==> src/rtl/ctr_timer.sv <==
module ctr_timer #(
  parameter int CW = 16,
  parameter int AW = 4,
  parameter int DW = 8,
  parameter logic [AW-1:0] A_STAT  = 4'h5,
  parameter logic [AW-1:0] A_HI    = 4'h6,
  parameter logic [AW-1:0] A_LO    = 4'h7,
  parameter logic [AW-1:0] A_START = 4'hE,
  parameter logic [AW-1:0] A_STOP  = 4'hF
) (
  input  logic          clk,
  input  logic          rst_n,
  input  logic [1:0]    mode,
  input  logic          tick,
  input  logic          rx_push,
  input  logic          rd_en,
  input  logic          wr_en,
  input  logic [AW-1:0] addr,
  input  logic [DW-1:0] wdata,
  output logic [DW-1:0] rdata,
  output logic          rdy,
  output logic          irq,
  output logic          sqw
);
  localparam int HW = CW - DW;
  localparam int RB = 3;
  localparam logic [1:0] M_TMR = 2'b01;
  localparam logic [1:0] M_RXT = 2'b10;

  logic [CW-1:0] cnt;
  logic [HW-1:0] pre_hi;
  logic [DW-1:0] pre_lo;
  logic          run, pend, msk;

  wire [CW-1:0] pre = {pre_hi, pre_lo};
  wire tmr     = (mode == M_TMR);
  wire start   = rd_en && (addr == A_START);
  wire stop    = rd_en && (addr == A_STOP);
  wire rx_load = rx_push && (mode == M_RXT);
  wire halt    = stop && !tmr;
  wire busy    = rx_load || start || halt;
  wire ld      = tick && run && pend && !busy;
  wire adv     = tick && run && !pend && !busy;
  wire tc      = adv && (cnt == CW'(1));

  logic unused_wbits;
  assign unused_wbits = ^{wdata[DW-1:RB+1], wdata[RB-1:0]};

  always_ff @(posedge clk) begin
    if (!rst_n) begin
      cnt    <= '0;
      pre_hi <= '0;
      pre_lo <= '0;
      run    <= 1'b0;
      pend   <= 1'b0;
      msk    <= 1'b0;
      rdy    <= 1'b0;
      sqw    <= 1'b0;
    end else begin
      if (wr_en && addr == A_HI)   pre_hi <= wdata[HW-1:0];
      if (wr_en && addr == A_LO)   pre_lo <= wdata;
      if (wr_en && addr == A_STAT) msk    <= wdata[RB];

      if (rx_load) begin
        cnt  <= pre;
        run  <= 1'b1;
        pend <= 1'b0;
      end else if (start) begin
        run  <= 1'b1;
        pend <= 1'b1;
      end else if (halt) begin
        run  <= 1'b0;
        pend <= 1'b0;
      end else if (ld) begin
        cnt  <= pre;
        pend <= 1'b0;
      end else if (adv) begin
        if (tmr && tc) cnt <= pre;
        else           cnt <= cnt - CW'(1);
      end

      if (stop)    rdy <= 1'b0;
      else if (tc) rdy <= 1'b1;

      if (tc && tmr) sqw <= ~sqw;
    end
  end

  assign irq = rdy && msk;

  always_comb begin
    rdata = '0;
    if (rd_en) begin
      if (addr == A_STAT) rdata[RB] = rdy;
      if (addr == A_HI)   rdata[HW-1:0] = cnt[CW-1:DW];
      if (addr == A_LO)   rdata = cnt[DW-1:0];
    end
  end
endmodule


==> config.mk <==
export PLATFORM = sky130hd
export DESIGN_NAME = ctr_timer
export DESIGN_NICKNAME = d
export VERILOG_FILES = /design/src/rtl/ctr_timer.sv
export SDC_FILE = /design/constraint.sdc
export NUM_CORES = 1
export LEC_CHECK = 0
export BUFFER_PORTS_ARGS = -buffer_cell sky130_fd_sc_hd__buf_4
export CORE_UTILIZATION = 38
export CTS_BUF_LIST = sky130_fd_sc_hd__clkbuf_4 sky130_fd_sc_hd__clkbuf_8
export DETAILED_ROUTE_END_ITERATION = 16
export MAX_ROUTING_LAYER = met4
export PLACE_DENSITY = 0.56
export SYNTH_ARGS = -nofsm -noshare
export SYNTH_HDL_FRONTEND = slang
export SYNTH_SLANG_ARGS = --single-unit
==> constraint.sdc <==
create_clock -name clk -period 2 [get_ports clk]
set_input_delay 0.3 -clock clk [delete_from_list [all_inputs] [get_ports clk]]
set_output_delay 0.3 -clock clk [all_outputs]
set_load 0.02 [all_outputs]
==> flow_metrics.py, run 1 <==
metrics = {
    "place": {
        "place_ws_ns": 0.0847,
        "globalplace.congestion": 0.903,
        "io_buffer_count": 30,
        "dp.cells": 398,
        "post-dp-hpwl_um": 5220,
    },
    "floorplanning": {
        "core-area_sq_um": 5680,
        "std_cell_rows": 27,
        "start_util": 0.405,
        "die_w_um": 79.8,
        "ioPinCount": 31,
        "die-area_sq_um": 6360,
        "die_y_um": 79.8,
    },
    "final_layout": {
        "final_core_util": 0.491,
        "layout.cells.most_common": "buf_4",
        "n_antenna_cell": 0,
        "final_cell_mix": "buf_4, nand2_1, dfxtp_1, nand3_1, a21oi_1",
        "area_growth_syn_to_layout_pct": 21.2,
        "fin_nets": 355,
        "stdcell_count": 406,
        "drive_above_1_share": 0.225,
    },
    "flow_run": {
        "cap_violations": 0,
    },
    "clocking": {
        "htreeDepth": 2,
        "root_buffer": "clkbuf_8",
        "clkLatencyLatePin_ns": 0.29,
        "cts_tree": "built",
        "clk_pin_slew_worst_paths_ns": 0.07,
        "numCtsBuffers": 5,
        "clk_path_buf_depth": 2,
        "cts_sinks": 37,
        "post_cts_buffers": 0,
    },
    "timing": {
        "finalCritPeriodShare": 0.941,
        "hold_violations": 0,
        "drv_slew": 0,
        "finalCriticalPeriod_ns": 1.88,
        "relSlewSlack": 0.720,
        "worstMarginPinSlew_ns": 0.420,
        "setup-tns-final_ns": 0,
        "skew_ns": 0.0121,
        "setup_viol": 0,
        "setup_slack_ns": 0.118,
        "rsz0062_at_grt": "no",
        "timing.fmax_mhz": 531,
    },
    "synth": {
        "synth_edf_count": 0,
        "synth_nets": 314,
        "synth_cell_type_count": 52,
        "avgSynthCellArea_sq_um": 7.87,
        "yosys_warnings": 0,
        "synth_ff_type": "dfxtp_1",
        "ys_ff_latch": 37,
        "synth_area_sq_um": 2300,
        "syn_inst": 292,
        "seq_area_frac_synth": 0.322,
        "async_flop_share": 0,
    },
    "routing": {
        "wl_met2_um": 3130,
        "dr.pass1.iters": 5,
        "drc": 0,
        "maxUsedRoutingLayer": "met4",
        "wl_um": 7020,
        "vias_per_cell": 5.95,
        "wl_met1_um": 3270,
        "met3_length_um": 479,
        "antenna_left": 0,
        "vias": 2414,
        "drtIter0Drc": 179,
        "avgRoutedWirePerCell_um": 17.3,
    },
    "global_route": {
        "grt_use_total": 0.246,
        "grt_pass1_vias": 2303,
        "grt_start_max_net_pins": 20,
        "antenna_found_initial": 0,
        "grt_pass1_wl_um": 11600,
        "grt_overflow": 0,
    },
    "critical_path": {
        "crit_path_max_fanout": 6,
        "endpoint_kind": "register",
        "cp-start-kind": "register",
        "worst-setup-path-type": "register to register",
        "arrival_ns": 2.04,
        "cp.required_ns": 2.16,
    },
    "outcome": {
        "status": "finished, final reports clean",
    },
    "power_and_ir_drop": {
        "vdd_ir_drop_max_uv": 351,
        "finalPower_mw": 1.84,
        "leakagePower_nw": 1.02,
        "power.density_nw_per_um2": 660,
    },
    "worst_hold_path": {
        "worstHoldPathType": "input pin to register",
    },
}
-- cells in the mapped netlist, types with 3 or more instances --
| master | n | area share |
|---|---|---|
| a211oi_1 | 10 | 0.033 |
| a21oi_1 | 29 | 0.063 |
| a22oi_1 | 10 | 0.033 |
| a31oi_1 | 6 | 0.016 |
| and2_1 | 3 | 0.0082 |
| clkbuf_1 | 8 | 0.013 |
| clkbuf_8 | 3 | 0.018 |
| dfxtp_1 | 37 | 0.32 |
| inv_1 | 4 | 0.0065 |
| nand2_1 | 38 | 0.062 |
| nand2b_1 | 3 | 0.0082 |
| nand3_1 | 33 | 0.072 |
| nand3b_1 | 4 | 0.013 |
| nand4_1 | 7 | 0.019 |
| nor2_1 | 15 | 0.024 |
| nor2b_1 | 8 | 0.022 |
| nor3_1 | 9 | 0.020 |
| nor4_1 | 4 | 0.011 |
| o21ai_0 | 12 | 0.026 |
-- sequential cells by signal, indices dropped and copies added (netlist names) --
signal and count:
msk 1, sqw 1, run 1, cnt 16, pre_hi 8, pre_lo 8, pend 1, rdy 1
-- path summary, 6_finish.rpt --
path | from | to | slack [ns] | cells past startpoint
worst max-delay path | cnt[0]$_SDFFE_PN0P_ | cnt[11]$_SDFFE_PN0P_ | 0.12 | 6
worst min-delay path | addr[0] | rdy$_SDFFE_PP0P_ | 0.25 | 2
worst max register to register | cnt[0]$_SDFFE_PN0P_ | cnt[11]$_SDFFE_PN0P_ | 0.12 | 6
worst min register to register | pre_lo[6]$_SDFFE_PN0P_ | pre_lo[6]$_SDFFE_PN0P_ | 0.47 | 2
-- critical path: stages, from the launching register on --
cell and delay (ns):
dfxtp_1 0.42, ha_1 0.17, nor4b_1 0.32, nand4_1 0.29, o21ai_1 0.31, or4_1 0.17, o211ai_1 0.07
-- through the flow --
| stage | hold WS [ns] | cell area (sq um) |
|---|---|---|
| 6_report | 0.247 | 2790 |
| 3_3_place_gp | 0.444 | 2680 |
| 2_1_floorplan | 0.397 | 2300 |
| 5_1_grt | 0.248 | 2790 |
| 3_5_place_dp | 0.454 | 2680 |
| 4_1_cts | 0.233 | 2790 |
-- area by class of cell --
| class | instances | area (sq um) |
|---|---|---|
| clock buffers | 7 | 96.3 |
| clock inverters | 1 | 8.76 |
| fillers | 586 | 2890 |
| inverters | 4 | 15.0 |
| multi-input cells | 234 | 1430 |
| flip-flops and latches | 37 | 741 |
| well taps | 72 | 90.1 |
| repair buffers | 51 | 408 |
-- what timing repair did --
action                                  CTS  global route
resized for setup                         0             1
hold buffers                              0             0
endpoints found under the setup margin    0             2
endpoints found under the hold margin     0             0
-- kinds of logic after synthesis --
family                   after synthesis  share of synthesized area
AND/OR/NAND/NOR                      140                      0.332
multiplexers                           4                     0.0185
AO/OA/AOI/OAI                         86                      0.250
adder cells (fa/ha/maj)                2                     0.0109
XOR/XNOR                               2                    0.00762
buffers and inverters                 21                     0.0593
flip-flops                            37                      0.322
-- routing by layer --
layer,global-route usage,up-vias
li1,-,1174
met1,0.330,1111
met2,0.374,119
met3,0.0423,10
met4,0.0839,0
met5,-,-
-- power breakdown --
part           leakage [nW]  total, mW  switching (mW)  internal [mW]
logic                 0.668      0.437           0.244          0.193
registers             0.300      0.800          0.0368          0.763
clock network        0.0549      0.599           0.281          0.318
total                  1.02       1.84           0.562           1.27
(Power assumes the default switching activity.)
==> inputs of run 2 (changes only) <==
--- a/config.mk
+++ b/config.mk
@@ -9,7 +9,6 @@
 export CORE_UTILIZATION = 38
 export CTS_BUF_LIST = sky130_fd_sc_hd__clkbuf_4 sky130_fd_sc_hd__clkbuf_8
 export DETAILED_ROUTE_END_ITERATION = 16
-export MAX_ROUTING_LAYER = met4
 export PLACE_DENSITY = 0.56
 export SYNTH_ARGS = -nofsm -noshare
 export SYNTH_HDL_FRONTEND = slang
==> constraint.sdc (replaced) <==
create_clock -name clk -period 1.9 [get_ports clk]
set_input_delay 0.285 -clock clk [delete_from_list [all_inputs] [get_ports clk]]
set_output_delay 0.285 -clock clk [all_outputs]
set_load 0.02 [all_outputs]
==> flow_metrics.py, run 2 (synthesized netlist as in run 1, its figures left out) <==
metrics = {
    "clocking": {
        "cts_tree": "built",
        "cts_sinks": 37,
        "clk_pin_slew_worst_paths_ns": 0.08,
        "htreeDepth": 2,
        "numCtsBuffers": 5,
        "clk_path_buf_depth": 2,
        "root_buffer": "clkbuf_8",
        "holdBufCountCts": 0,
        "clkLatencyLatePin_ns": 0.30,
    },
    "timing": {
        "setup_slack_ns": 0.0820,
        "whs_ns": 0.206,
        "worstMarginPinSlew_ns": 0.443,
        "relSlewSlack": 0.704,
        "finalCritPeriodShare": 0.957,
        "skew_ns": 0.00617,
        "finalCriticalPeriod_ns": 1.82,
        "hold_violations": 0,
        "timing.fmax_mhz": 550,
        "drv_slew": 0,
        "setup_viol": 0,
    },
    "place": {
        "post-dp-hpwl_um": 5260,
        "io_buffer_count": 30,
        "globalplace.congestion": 0.930,
        "place_ws_ns": -0.0561,
        "place_area_sq_um": 2710,
    },
    "global_route": {
        "use_met2": 0.378,
        "met3_usage": 0.0560,
        "grt_pass1_vias": 2187,
        "antenna_found_initial": 0,
        "globalRouteMet1Util": 0.331,
        "grt_start_max_net_pins": 24,
        "top_usage_layer": "met2",
        "grt_pass1_wl_um": 11500,
        "grt_use_total": 0.240,
        "grt_overflow": 0,
    },
    "floorplanning": {
        "std_cell_rows": 27,
        "die_y_um": 79.8,
        "start_util": 0.405,
        "core-area_sq_um": 5680,
        "die-area_sq_um": 6360,
        "ioPinCount": 31,
        "die_w_um": 79.8,
    },
    "critical_path": {
        "endpoint_kind": "register",
        "worst-setup-path-type": "register to register",
        "cp.required_ns": 2.10,
        "crit_path_max_fanout": 6,
        "r2r_setup_slack_ns": 0.08,
        "r2r-end": "cnt[10]$_SDFFE_PN0P_",
        "arrival_ns": 2.02,
        "r2r_start": "cnt[1]$_SDFFE_PN0P_",
        "reg2reg_depth": 7,
        "cp-start-kind": "register",
    },
    "final_layout": {
        "area_growth_syn_to_layout_pct": 22.3,
        "largest_reg_flops": 16,
        "layout.cells.most_common": "buf_4",
        "top_regs": "cnt: 16 flops, pre_hi: 8 flops, pre_lo: 8 flops",
        "regMostFlops": "cnt",
        "n_antenna_cell": 0,
        "fill_cells": 578,
        "final_cell_mix": "buf_4, nand2_1, dfxtp_1, nand3_1, a21oi_1",
        "final_core_util": 0.495,
        "fin_nets": 359,
        "drive_above_1_share": 0.240,
        "fin_area_sq_um": 2810,
    },
    "worst_hold_path": {
        "worstHoldPathType": "input pin to register",
        "min_from": "addr[0]",
        "whs_endpoint": "rdy$_SDFFE_PP0P_",
        "whs_path_depth": 2,
    },
    "routing": {
        "drtIter0Drc": 255,
        "wl_um": 7190,
        "dr.pass1.iters": 5,
        "avgRoutedWirePerCell_um": 17.5,
        "vias": 2439,
        "antenna_left": 0,
        "vias_per_cell": 5.95,
        "drc": 0,
    },
    "power_and_ir_drop": {
        "vdd_ir_drop_max_uv": 396,
        "power.density_nw_per_um2": 674,
        "leakagePower_nw": 1.04,
        "finalPower_mw": 1.90,
    },
    "flow_run": {
        "cap_violations": 0,
    },
    "outcome": {
        "status": "finished, final reports clean",
    },
}
## run 2: how the worst max path moves through the flow
| stage | from | end | slack, ns |
|---|---|---|---|
| finish | cnt[1]$_SDFFE_PN0P_ | cnt[10]$_SDFFE_PN0P_ | 0.08 |
| global route | cnt[1]$_SDFFE_PN0P_ | cnt[10]$_SDFFE_PN0P_ | -0.01 |
| CTS | cnt[1]$_SDFFE_PN0P_ | cnt[12]$_SDFFE_PN0P_ | 0.06 |
| floorplan | addr[3] | rdata[6] | 0.03 |
| global placement | cnt[1]$_SDFFE_PN0P_ | cnt[12]$_SDFFE_PN0P_ | -0.05 |
| detailed placement | cnt[1]$_SDFFE_PN0P_ | cnt[11]$_SDFFE_PN0P_ | -0.06 |
## run 2: layer usage
layer / wire length, um / vias up
met5: 0 / -
met2: 3280 / 113
li1: - / 1187
met1: 3300 / 1132
met4: 51 / 0
met3: 552 / 7
## run 2: cell type report
| class | instances | area (sq um) | share of cell area |
|---|---|---|---|
| inverters | 4 | 15.0 | 0.00534 |
| well taps | 72 | 90.1 | 0.0320 |
| flip-flops and latches | 37 | 741 | 0.263 |
| clock buffers | 5 | 68.8 | 0.0245 |
| repair buffers | 55 | 438 | 0.156 |
| clock inverters | 3 | 22.5 | 0.00801 |
| multi-input cells | 234 | 1440 | 0.511 |
## run 2: through the flow
step / TNS [ns] / std cells
floorplan: 0 / 292
global placement: -0.0815 / 402
detailed placement: -0.110 / 402
CTS: 0 / 410
global route: -0.0113 / 410
finish: 0 / 410
## run 2: power breakdown
group	internal, mW	leakage [nW]	switching [mW]
clock	0.261	0.0481	0.329
sequential	0.803	0.300	0.0303
combinational	0.206	0.693	0.266
total	1.27	1.04	0.625
## run 2: worst max-delay path: stages (launching register included)
cell and delay [ns]:
dfxtp_1 0.34, inv_1 0.06, ha_1 0.19, nor4b_2 0.17
and4_4 0.24, a21o_4 0.25, a21o_2 0.23, a211oi_1 0.24
## run 2: repair_timing
action	CTS	global route
endpoints found under the setup margin	2	9
cloned	0	0
buffers inserted	0	0
pin swaps	0	1
gates resized for setup	1	2
==> inputs of run 3 (changes only) <==
--- a/config.mk
+++ b/config.mk
@@ -9,7 +9,7 @@
 export CORE_UTILIZATION = 38
 export CTS_BUF_LIST = sky130_fd_sc_hd__clkbuf_4 sky130_fd_sc_hd__clkbuf_8
 export DETAILED_ROUTE_END_ITERATION = 16
-export PLACE_DENSITY = 0.56
+export PLACE_DENSITY = 0.58
 export SYNTH_ARGS = -nofsm -noshare
 export SYNTH_HDL_FRONTEND = slang
 export SYNTH_SLANG_ARGS = --single-unit
==> constraint.sdc (replaced) <==
create_clock -name clk -period 1.6 [get_ports clk]
set_input_delay 0.24 -clock clk [delete_from_list [all_inputs] [get_ports clk]]
set_output_delay 0.24 -clock clk [all_outputs]
set_load 0.02 [all_outputs]
==> flow_metrics.py, run 3 (synthesized netlist as in run 1, its figures left out) <==
metrics = {
    "worst_hold_path": {
        "worstHoldPathType": "input pin to register",
        "whs_path_depth": 2,
    },
    "timing": {
        "timing.fmax_mhz": 586,
        "finalCriticalPeriod_ns": 1.71,
        "hold_violations": 0,
        "setup_slack_ns": -0.106,
        "rsz0062_at_grt": "yes",
        "finalCritPeriodShare": 1.07,
        "worstMarginPinSlew_ns": 0.390,
        "drv_slew": 0,
        "setup_viol": 12,
        "setup-tns-final_ns": -0.389,
        "relSlewSlack": 0.739,
        "skew_ns": 0.00658,
    },
    "routing": {
        "drtIter0Drc": 213,
        "vias_per_cell": 5.88,
        "avgRoutedWirePerCell_um": 17.7,
        "wl_um": 7890,
        "vias": 2624,
        "antenna_left": 0,
        "drc": 0,
        "dr.pass1.iters": 5,
    },
    "clocking": {
        "cts_sinks": 37,
        "root_buffer": "clkbuf_8",
        "clkLatencyLatePin_ns": 0.30,
        "numCtsBuffers": 5,
        "htreeDepth": 2,
        "holdBufCountCts": 0,
        "cts_tree": "built",
        "clk_pin_slew_worst_paths_ns": 0.09,
        "clk_path_buf_depth": 2,
    },
    "floorplanning": {
        "die_y_um": 79.8,
        "start_util": 0.405,
        "die_w_um": 79.8,
        "std_cell_rows": 27,
        "core-area_sq_um": 5680,
        "die-area_sq_um": 6360,
        "ioPinCount": 31,
    },
    "critical_path": {
        "worst-setup-path-type": "register to register",
        "arrival_ns": 1.91,
        "r2r_setup_slack_ns": -0.11,
        "crit_path_max_fanout": 8,
        "cp.required_ns": 1.81,
        "cp-start-kind": "register",
        "r2r_start": "cnt[1]$_SDFFE_PN0P_",
        "reg2reg_depth": 7,
        "endpoint_kind": "register",
        "r2r-end": "cnt[11]$_SDFFE_PN0P_",
        "startpoint": "cnt[1]$_SDFFE_PN0P_",
        "crit_path_end": "cnt[11]$_SDFFE_PN0P_",
    },
    "global_route": {
        "antenna_found_initial": 0,
        "grt_pass1_vias": 2483,
        "grt_overflow": 0,
        "grt_start_max_net_pins": 20,
        "grt_pass1_wl_um": 12800,
        "grt_use_total": 0.267,
    },
    "power_and_ir_drop": {
        "leakagePower_nw": 1.24,
        "vdd_ir_drop_max_uv": 512,
        "power.density_nw_per_um2": 735,
    },
    "final_layout": {
        "regMostFlops": "cnt",
        "largest_reg_flops": 16,
        "final_core_util": 0.575,
        "area_growth_syn_to_layout_pct": 42.0,
        "layout.cells.most_common": "buf_4",
        "n_antenna_cell": 0,
        "top_regs": "cnt: 16 flops, pre_hi: 8 flops, pre_lo: 8 flops",
        "fin_area_sq_um": 3260,
        "final_cell_mix": "buf_4, nand2_1, dfxtp_1, nand3_1, a21oi_1",
        "drive_above_1_share": 0.409,
        "fin_nets": 395,
    },
    "outcome": {
        "violations": "setup timing",
        "status": "finished, violations left",
    },
    "flow_run": {
        "cap_violations": 0,
    },
    "place": {
        "post-dp-hpwl_um": 5830,
        "globalplace.congestion": 0.922,
        "io_buffer_count": 30,
        "place_area_sq_um": 2980,
    },
}
-- run 3: power by group --
group	switching (mW)	internal [mW]	total [mW]	leakage (nW)
Clock	0.396	0.310	0.705	0.0445
Sequential	0.0363	0.956	0.992	0.302
Combinational	0.364	0.339	0.702	0.896
Total	0.796	1.60	2.40	1.24
-- run 3: cell type report --
class                      count  area (sq um)
clock inverter                 3          21.3
fill                         551          2410
sequential                    37           747
clock buffer                   5          68.8
timing repair buffer          91           714
multi-input combinational    234          1610
tap                           72          90.1
inverter                       4          15.0
-- run 3: per-stage QoR --
step | worst slack, ns | hold WS, ns | total power, mW | std cells
finish | -0.106 | 0.155 | 2.40 | 446
global route | -0.146 | 0.162 | 2.51 | 446
CTS | -0.110 | 0.156 | 2.37 | 445
detailed placement | -0.227 | 0.448 | 1.64 | 435
global placement | -0.231 | 0.445 | 1.64 | 435
floorplan | -0.00561 | 0.337 | 1.37 | 292
-- run 3: timing repair --
| action | CTS | global route |
|---|---|---|
| pin swaps | 13 | 19 |
| setup endpoints to repair | 25 | 20 |
| setup buffers | 2 | 1 |
| gates resized for setup | 22 | 20 |
-- run 3: layer usage --
metal,routed length [um],vias to the layer above,track usage,part of all wire
met4,158,0,0.0857,0.020
met1,3600,1257,0.362,0.46
li1,-,1254,-,-
met2,3800,95,0.428,0.48
met3,333,18,0.0457,0.042
met5,0,-,0,0
-- run 3: how the worst min path moves through the flow --
stage / end / from / slack [ns]
2_1_floorplan: rdy$_SDFFE_PP0P_ / addr[0] / 0.34
3_3_place_gp: pre_hi[1]$_SDFFE_PN0P_ / pre_hi[1]$_SDFFE_PN0P_ / 0.45
3_5_place_dp: pre_hi[1]$_SDFFE_PN0P_ / pre_hi[1]$_SDFFE_PN0P_ / 0.45
4_1_cts: rdy$_SDFFE_PP0P_ / addr[0] / 0.16
5_1_grt: rdy$_SDFFE_PP0P_ / addr[0] / 0.16
6_report: rdy$_SDFFE_PP0P_ / addr[0] / 0.16
-- run 3: critical path, stage by stage, from the launching register on --
cell and delay [ns]:
dfxtp_2 0.34, inv_2 0.05, ha_4 0.15, nor4b_4 0.12, and4_4 0.21, a21oi_4 0.32, o2111ai_1 0.17, o211ai_1 0.26
